## config.mk

```make
export PLATFORM = sky130hd
export DESIGN_NAME = fdsync_port
export DESIGN_NICKNAME = d
export VERILOG_FILES = /design/src/rtl/fdsync_pkg.sv /design/src/rtl/fdsync_decode.sv /design/src/rtl/fdsync_waitctl.sv /design/src/rtl/fdsync_sel.sv /design/src/rtl/fdsync_port.sv
export SDC_FILE = /design/constraint.sdc
export NUM_CORES = 1
export LEC_CHECK = 0
export ABC_AREA = 1
export BUFFER_PORTS_ARGS = -buffer_cell sky130_fd_sc_hd__buf_2
export CORE_AREA = 2 2 39 41
export DETAILED_ROUTE_END_ITERATION = 7
export DIE_AREA = 0 0 41 43
export HOLD_SLACK_MARGIN = 0.15
export PLACE_DENSITY = 0.69
export SLEW_MARGIN = 25
export SYNTH_ARGS = -nofsm -noshare
export SYNTH_HDL_FRONTEND = slang
export SYNTH_SLANG_ARGS = --single-unit
```

## constraint.sdc

```tcl
create_clock -name clk -period 0.9 [get_ports clk]
set_input_delay 0.18 -clock clk [delete_from_list [all_inputs] [get_ports clk]]
set_output_delay 0.18 -clock clk [all_outputs]
set_load 0.005 [all_outputs]
```

## src/rtl/fdsync_pkg.sv

```systemverilog
package fdsync_pkg;

    // Read-wait sequencer states
    typedef enum logic {
        WS_IDLE = 1'b0,
        WS_HOLD = 1'b1
    } wait_st_e;

    localparam int unsigned FDS_ADDR_W   = 8;
    localparam int unsigned FDS_DATA_W   = 8;
    localparam int unsigned FDS_NUM_DRV  = 4;
    localparam int unsigned FDS_DENS_BIT = 3;
    localparam int unsigned FDS_STAT_BIT = 7;

endpackage

```

## src/rtl/fdsync_decode.sv

```systemverilog
module fdsync_decode #(
    parameter int unsigned                  ADDR_W    = 8,
    parameter logic [ADDR_W-1:0]            PORT_ADDR = 8'h14
) (
    input  logic [ADDR_W-1:0] io_addr,
    input  logic              io_rd,
    input  logic              io_wr,
    output logic              rd_hit,
    output logic              wr_hit
);

    logic sel_match;

    always_comb begin
        sel_match = (io_addr == PORT_ADDR);
        rd_hit    = io_rd && sel_match;
        wr_hit    = io_wr && sel_match;
    end

endmodule

```

## src/rtl/fdsync_waitctl.sv

```systemverilog
module fdsync_waitctl
    import fdsync_pkg::*;
#(
    parameter int unsigned DATA_W   = 8,
    parameter int unsigned STAT_BIT = 7
) (
    input  logic              clk,
    input  logic              rst_n,
    input  logic              rd_hit,
    input  logic              fdc_drq,
    input  logic              fdc_intrq,
    output logic              cpu_wait,
    output logic [DATA_W-1:0] rdata
);

    localparam logic [DATA_W-1:0] STAT_MASK = {{(DATA_W-1){1'b0}}, 1'b1} << STAT_BIT;
    localparam logic [DATA_W-1:0] RDATA_RST = STAT_MASK;

    typedef struct packed {
        wait_st_e          st;
        logic [DATA_W-1:0] rdata;
    } wstate_t;

    wstate_t            s_d, s_q;
    logic               ready;
    logic [DATA_W-1:0]  status_w;

    always_comb begin
        ready              = fdc_drq || fdc_intrq;
        status_w           = '0;
        status_w[STAT_BIT] = ~fdc_intrq;

        s_d = s_q;
        unique case (s_q.st)
            WS_IDLE: begin
                if (rd_hit) begin
                    if (ready) s_d.rdata = status_w;
                    else       s_d.st    = WS_HOLD;
                end
            end
            WS_HOLD: begin
                if (ready) begin
                    s_d.st    = WS_IDLE;
                    s_d.rdata = status_w;
                end
            end
            default: s_d.st = WS_IDLE;
        endcase
    end

    always_ff @(posedge clk or negedge rst_n) begin
        if (!rst_n) begin
            s_q.st    <= WS_IDLE;
            s_q.rdata <= RDATA_RST;
        end else begin
            s_q <= s_d;
        end
    end

    assign cpu_wait = (s_q.st == WS_HOLD);
    assign rdata    = s_q.rdata;

    // an unready read starts a wait
    p_wait_start_r2: assert property (@(posedge clk) disable iff (!rst_n)
        (rd_hit && !cpu_wait && !fdc_drq && !fdc_intrq) |=> cpu_wait);

    // the wait holds while the controller is idle
    p_wait_hold_r2: assert property (@(posedge clk) disable iff (!rst_n)
        (cpu_wait && !fdc_drq && !fdc_intrq) |=> cpu_wait);

    // readiness releases the wait on the next edge
    p_wait_release_r3: assert property (@(posedge clk) disable iff (!rst_n)
        (cpu_wait && (fdc_drq || fdc_intrq)) |=> !cpu_wait);

    // a read with the controller already ready never waits
    p_no_wait_ready_r5: assert property (@(posedge clk) disable iff (!rst_n)
        (rd_hit && !cpu_wait && (fdc_drq || fdc_intrq)) |=> !cpu_wait);

    // captured status byte reflects the interrupt line
    p_status_r4: assert property (@(posedge clk) disable iff (!rst_n)
        ((fdc_drq || fdc_intrq) && (rd_hit || cpu_wait)) |=>
        ((rdata[STAT_BIT] == !$past(fdc_intrq)) && ((rdata & ~STAT_MASK) == '0)));

    // the byte holds between captures
    p_status_hold_r4: assert property (@(posedge clk) disable iff (!rst_n)
        (!((fdc_drq || fdc_intrq) && (rd_hit || cpu_wait))) |=> $stable(rdata));

    // no wait can arise without a decoded read
    p_wait_cause_r1: assert property (@(posedge clk) disable iff (!rst_n)
        (!cpu_wait && !rd_hit) |=> !cpu_wait);

endmodule

```

## src/rtl/fdsync_sel.sv

```systemverilog
module fdsync_sel #(
    parameter int unsigned DATA_W   = 8,
    parameter int unsigned NUM_DRV  = 4,
    parameter int unsigned DENS_BIT = 3
) (
    input  logic               clk,
    input  logic               rst_n,
    input  logic               wr_hit,
    input  logic [DATA_W-1:0]  wdata,
    output logic [NUM_DRV-1:0] drv_sel,
    output logic               dbl_density
);

    localparam int unsigned SEL_W = (NUM_DRV > 1) ? $clog2(NUM_DRV) : 1;

    typedef struct packed {
        logic [SEL_W-1:0] drv;
        logic             dens;
    } sstate_t;

    sstate_t s_d, s_q;

    always_comb begin
        s_d = s_q;
        if (wr_hit) begin
            s_d.drv  = wdata[SEL_W-1:0];
            s_d.dens = wdata[DENS_BIT];
        end
    end

    always_ff @(posedge clk or negedge rst_n) begin
        if (!rst_n) begin
            s_q.drv  <= '0;
            s_q.dens <= 1'b0;
        end else begin
            s_q <= s_d;
        end
    end

    for (genvar g = 0; g < NUM_DRV; g++) begin : g_drv
        assign drv_sel[g] = (s_q.drv == SEL_W'(g));
    end

    assign dbl_density = s_q.dens;

    // exactly one drive is selected
    p_onehot_r6: assert property (@(posedge clk) disable iff (!rst_n)
        $countones(drv_sel) == 1);

    // a port write picks the drive from the low data bits
    p_drive_wr_r6: assert property (@(posedge clk) disable iff (!rst_n)
        wr_hit |=> (drv_sel == (NUM_DRV'(1) << $past(wdata[SEL_W-1:0]))));

    // a port write picks the density from its bit
    p_dens_wr_r7: assert property (@(posedge clk) disable iff (!rst_n)
        wr_hit |=> (dbl_density == $past(wdata[DENS_BIT])));

    // without a decoded write the outputs stay put
    p_hold_r1: assert property (@(posedge clk) disable iff (!rst_n)
        !wr_hit |=> ($stable(drv_sel) && $stable(dbl_density)));

endmodule

```

## src/rtl/fdsync_port.sv

```systemverilog
module fdsync_port
    import fdsync_pkg::*;
#(
    parameter int unsigned             ADDR_W    = FDS_ADDR_W,
    parameter int unsigned             DATA_W    = FDS_DATA_W,
    parameter int unsigned             NUM_DRV   = FDS_NUM_DRV,
    parameter int unsigned             DENS_BIT  = FDS_DENS_BIT,
    parameter int unsigned             STAT_BIT  = FDS_STAT_BIT,
    parameter logic [ADDR_W-1:0]       PORT_ADDR = 8'h14
) (
    input  logic               clk,
    input  logic               rst_n,
    input  logic               io_rd,
    input  logic               io_wr,
    input  logic [ADDR_W-1:0]  io_addr,
    input  logic [DATA_W-1:0]  io_wdata,
    output logic [DATA_W-1:0]  io_rdata,
    output logic               cpu_wait,
    input  logic               fdc_drq,
    input  logic               fdc_intrq,
    output logic [NUM_DRV-1:0] drv_sel,
    output logic               dbl_density
);

    logic rd_hit;
    logic wr_hit;

    fdsync_decode #(
        .ADDR_W    (ADDR_W),
        .PORT_ADDR (PORT_ADDR)
    ) u_decode (
        .io_addr (io_addr),
        .io_rd   (io_rd),
        .io_wr   (io_wr),
        .rd_hit  (rd_hit),
        .wr_hit  (wr_hit)
    );

    fdsync_waitctl #(
        .DATA_W   (DATA_W),
        .STAT_BIT (STAT_BIT)
    ) u_waitctl (
        .clk       (clk),
        .rst_n     (rst_n),
        .rd_hit    (rd_hit),
        .fdc_drq   (fdc_drq),
        .fdc_intrq (fdc_intrq),
        .cpu_wait  (cpu_wait),
        .rdata     (io_rdata)
    );

    fdsync_sel #(
        .DATA_W   (DATA_W),
        .NUM_DRV  (NUM_DRV),
        .DENS_BIT (DENS_BIT)
    ) u_sel (
        .clk         (clk),
        .rst_n       (rst_n),
        .wr_hit      (wr_hit),
        .wdata       (io_wdata),
        .drv_sel     (drv_sel),
        .dbl_density (dbl_density)
    );

    // a write never disturbs an idle wait path
    p_wr_no_wait_r12: assert property (@(posedge clk) disable iff (!rst_n)
        (wr_hit && !rd_hit && !cpu_wait) |=> !cpu_wait);

endmodule

```

# --- Yosys cells after proc, flatten, opt, wreduce, memory -nomap -nowiden ---
# Cells that the tools add are included.
classes:
  n_mux: 5
  n_reduce_logical: 5
  bitwise: 2
  n_eq_ne: 7
ops:
  columns: ["cell", "n"]
  rows:
  - ["9-bit two-way mux", 2]
  - ["9-bit case mux with 2 select lines", 1]
  - ["8-bit by 5-bit == test with 1-bit output (second input constant)", 1]
  - ["8-bit two-way mux", 1]
  - ["2-bit == test (second input constant)", 2]
  - ["2-bit inequality test (second input constant)", 2]
  - ["3-bit AND reduction", 1]
  - ["2-bit by 1-bit == test with 1-bit output (second input constant)", 1]
  - ["1-bit logical AND", 2]
  - ["2-bit zero test", 1]
  - ["2-bit by 1-bit inequality test with 1-bit output (second input constant)", 1]
  - ["1-bit NOT", 2]
  - ["1-bit logical OR", 1]
  - ["1-bit two-way mux", 1]
totals:
  wordCells: 23
  reg_bits: 12
  output_inout_bits: 14

# --- Longest topological paths before layout ---
depth:
  word_depth: 4
  ltp_mapped: 7

# --- Modules after synthesis ---
# From an unflattened synthesis, not the netlist that was laid out.
unflattened:
  hier_cells: 54
  hier_area_um2: 346.6
by_module_without_submodules:
  columns: ["mod", "cells_per_inst", "area_per_inst_um2", "instances"]
  rows:
  - ["fdsync_waitctl", 17, 143.9, 1]
  - ["fdsync_sel", 20, 138.9, 1]
  - ["fdsync_decode", 17, 63.8, 1]

# --- Worst setup path after synthesis ---
# No wires, ideal clock.
synth_path:
  kind: "input to register"
  start: "input port io_addr[3]"
  end: "register u_sel.s_q[1] in the netlist's numbering"
  required_ns: 0.774
  slack_ns: 0.102
  cell_stages: 6
  path_buffers: 0
  setup_time_ns: 0.126
  arrival_time_ns: 0.672
  path_cell_list: "inv_1 nand2_1 nor2_2 nand3_1 nor2_1 a21oi_1"
synth_between:
  elab_chain_cells: 2
synth_lines:
  columns: ["element", "line", "text"]
  rows:
  - ["start, declared", "fdsync_port.sv:15", "input logic [ADDR_W-1:0] io_addr,"]
  - ["8-bit by 5-bit == test with 1-bit output", "fdsync_decode.sv:15", "sel_match = (io_addr == PORT_ADDR);"]
  - ["1-bit logical AND", "fdsync_decode.sv:17", "wr_hit = io_wr && sel_match;"]
  - ["end, declared", "fdsync_sel.sv:21", "sstate_t s_d, s_q;"]
# Every way passes these cells.
# A chain may end at the register's enable or synchronous reset.

# --- Final worst setup path ---
layout_path:
  start: "register u_sel.s_q[1] in the netlist's numbering"
  end: "output port drv_sel[1]"
layout_between:
  elab_chain_cells: 1
layout_lines:
  columns: ["element", "line", "text"]
  rows:
  - ["2-bit by 1-bit == test with 1-bit output", "fdsync_sel.sv:41", "assign drv_sel[g] = (s_q.drv == SEL_W'(g));"]
  - ["end, declared", "fdsync_port.sv:21", "output logic [NUM_DRV-1:0] drv_sel,"]
# Every way passes these cells.

==> results.sh <==
export IMPL_die_x_um=41
export IMPL_routed_wl_um=628
export IMPL_finalSetupTns_ps=-785
export IMPL_drc_errors=0
export IMPL_timing_hold_ws_ps=179
export IMPL_layout_drive_gt1_share=0.413
export IMPL_initial_core_util=0.242
export IMPL_grt_overflow=0
export IMPL_num_rows=14
export IMPL_cp_slowest_cell="dfrtp_1"
export IMPL_fin_worst_skew_ps=0.00408
export IMPL_antennaDiodeCount=0
export IMPL_dpl_hpwl_um=565
export IMPL_first_iter_violations=2
export IMPL_max_freq_mhz=936
export IMPL_hold_viol=0
export IMPL_vias=363
export IMPL_slew_viol_final=0
export IMPL_grtUsageTotal=0.0910
export IMPL_wl_per_cell_um=6.54
export IMPL_cts_tree="done"
export IMPL_firstDrtPassIters=3
export IMPL_grt_util_met1=0.0658
export IMPL_grt_pass1_wl_um=986
export IMPL_setup_ws_ps=-169
export IMPL_cp_slowest_stage_delay_ps=380
export IMPL_viasPerCell=3.78
export IMPL_worstSetupEndpointType="output port"
export IMPL_cp_top_family="flip-flops"
export IMPL_die_y_um=43
export IMPL_status="finished with violations"
export IMPL_crit_arrival_ps=890
export IMPL_synth_top_area_share=0.299
export IMPL_hold_path_class="in -> reg"
export IMPL_peakVddDrop_uv=719
export IMPL_cts_root_buffer="clkbuf_4"
export IMPL_yosysMostFrequentCell="inv_1"
export IMPL_path_cells="inv_1, nor2_1, buf_2"
export IMPL_cp_required_ps=720
export IMPL_synth_top_cell_by_area="dfrtp_1"
export IMPL_clkLatencyLatePin_ps=240
export IMPL_fin_nets=103
export IMPL_grt_busiest_layer="met2"
export IMPL_ys_top_cells_by_count="13 x inv_1, 9 x nand2_1, 7 x buf_4, 6 x nor2_1"
export IMPL_ys_types=11
export IMPL_worst_path_buf_inv=2
export IMPL_fin_total_pwr_mw=0.610
export IMPL_port_buffers=23
export IMPL_synth_edff_count=0
export IMPL_grt_util_met2=0.144
export IMPL_period_minus_slack_ps=1070
export IMPL_cts_max_path_buffers=2
export IMPL_antenna_found_initial=0
export IMPL_synth_area_um2=335
export IMPL_path_clk_slew_ps=40
export IMPL_leakagePower_nw=0.324
export IMPL_cts_buffers=3
export IMPL_cts_max_level=1
export IMPL_drv_cap=0
export IMPL_avgSynthCellArea_um2=6.71
export IMPL_async_reset_ff_frac=1.00
export IMPL_ant_nets=0
export IMPL_powerDensity_nw_per_um2=1210
export IMPL_clock_sinks=5
export IMPL_synth_area_leaders="dfrtp_1 30%, buf_4 16%, inv_1 15%"
export IMPL_rsz0062_at_grt="yes"
export IMPL_violations="setup timing"
export IMPL_ys_warn_count=0
export IMPL_synth_cells=50
export IMPL_timing_worst_setup_path_type="reg -> out"
export IMPL_dpl_worst_slack_ps=-114
export IMPL_timing_final_crit_share=1.19
export IMPL_use_met3=0.0628
export IMPL_ys_flop_type="dfrtp_1"
export IMPL_grt_pass1_vias=302
export IMPL_synth_yosys_seq_area_share=0.377
export IMPL_ys_ff_latch=5
export IMPL_syn_to_final_growth_pct=50.4
export IMPL_pin_count=36
export IMPL_final_setup_viol_count=7
export IMPL_coreArea_um2=1380
export IMPL_worstSetupStartpointType="register"
export IMPL_gp_congestion=0.690
export IMPL_grt_max_degree=7
export IMPL_worstPathMaxFanout=4
export IMPL_dieArea_um2=1760
==> registers in the layout, summed over array words and instances, names as in the netlist <==
signal,count
u_sel.s_q,2
u_waitctl.cpu_wait,1
u_waitctl.rdata,1
u_sel.dbl_density,1
==> power breakdown <==
part | leakage, nW | total [mW] | internal, mW | switching (mW)
sequential | 0.0564 | 0.249 | 0.241 | 0.00821
combinational | 0.253 | 0.106 | 0.0584 | 0.0473
clock | 0.0150 | 0.255 | 0.167 | 0.0878
==> per-stage QoR <==
stage / instance area (um2) / instances / utilization
after floorplan: 358 / 56 / -
after global placement: 440 / 88 / 0.318
after detailed placement: 440 / 88 / 0.318
after CTS: 502 / 96 / 0.363
after global routing: 504 / 96 / 0.364
final: 504 / 96 / 0.364
==> final timing paths <==
check | endpoint | start | slack, ps | depth (start not counted)
setup / recovery | drv_sel[1] | u_sel.s_q[1] | -170 | 3
hold / removal | u_waitctl.cpu_wait | fdc_intrq | 180 | 4
setup reg to reg | u_waitctl.rdata[7] | u_waitctl.rdata[7] | 140 | 2
hold reg to reg | u_waitctl.rdata[7] | u_waitctl.rdata[7] | 460 | 2
max in group asynchronous | u_waitctl.rdata[7] | rst_n | 420 | 2
min in group asynchronous | u_sel.s_q[2] | rst_n | 270 | 2
==> kinds of logic after synthesis <==
family	synth area share
AOI/OAI and AO/OA	0.0746
buffers and inverters	0.302
DFF	0.377
other	0.0112
and+or+nand+nor	0.235
==> tightest hold or removal path, cell delays in order <==
cell and delay, ps:
buf_2 70, inv_1 40, nand2_1 60, nor2_1 30
==> layout make-up <==
type	count	area (um2)
clock buffers	4	26.3
fillers	155	880
inverters	13	48.8
multi-input cells	31	133
flip-flops and latches	5	126
well taps	16	20.0
repair buffers	27	150
==> layout by cell type (no fill, tap or decap) <==
cell type	count
inv_2	1
nor2_1	5
inv_1	12
dfrtp_1	4
nand2_1	9
dfstp_2	1
buf_2	23
dlygate4sd3_1	2
buf_4	2
a21oi_1	4
o21ai_1	1
nor2_2	3
clkbuf_4	3
clkbuf_1	1
nand3_1	2
conb_1	7
==> timing repair <==
item | CTS | global route
pin swaps | 2 | 3
resized for setup | 0 | 2
setup buffers | 2 | 0
endpoints found under the setup margin | 7 | 7
hold buffers | 2 | 0
hold endpoints to repair | 7 | 0
==> routing by layer <==
metal  vias to the layer above  wire (um)
li1                        191          -
met2                        20        326
met1                       150        203
met4                         0         14
met5                         -          0
met3                         2         83
(Power assumes the default switching activity.)
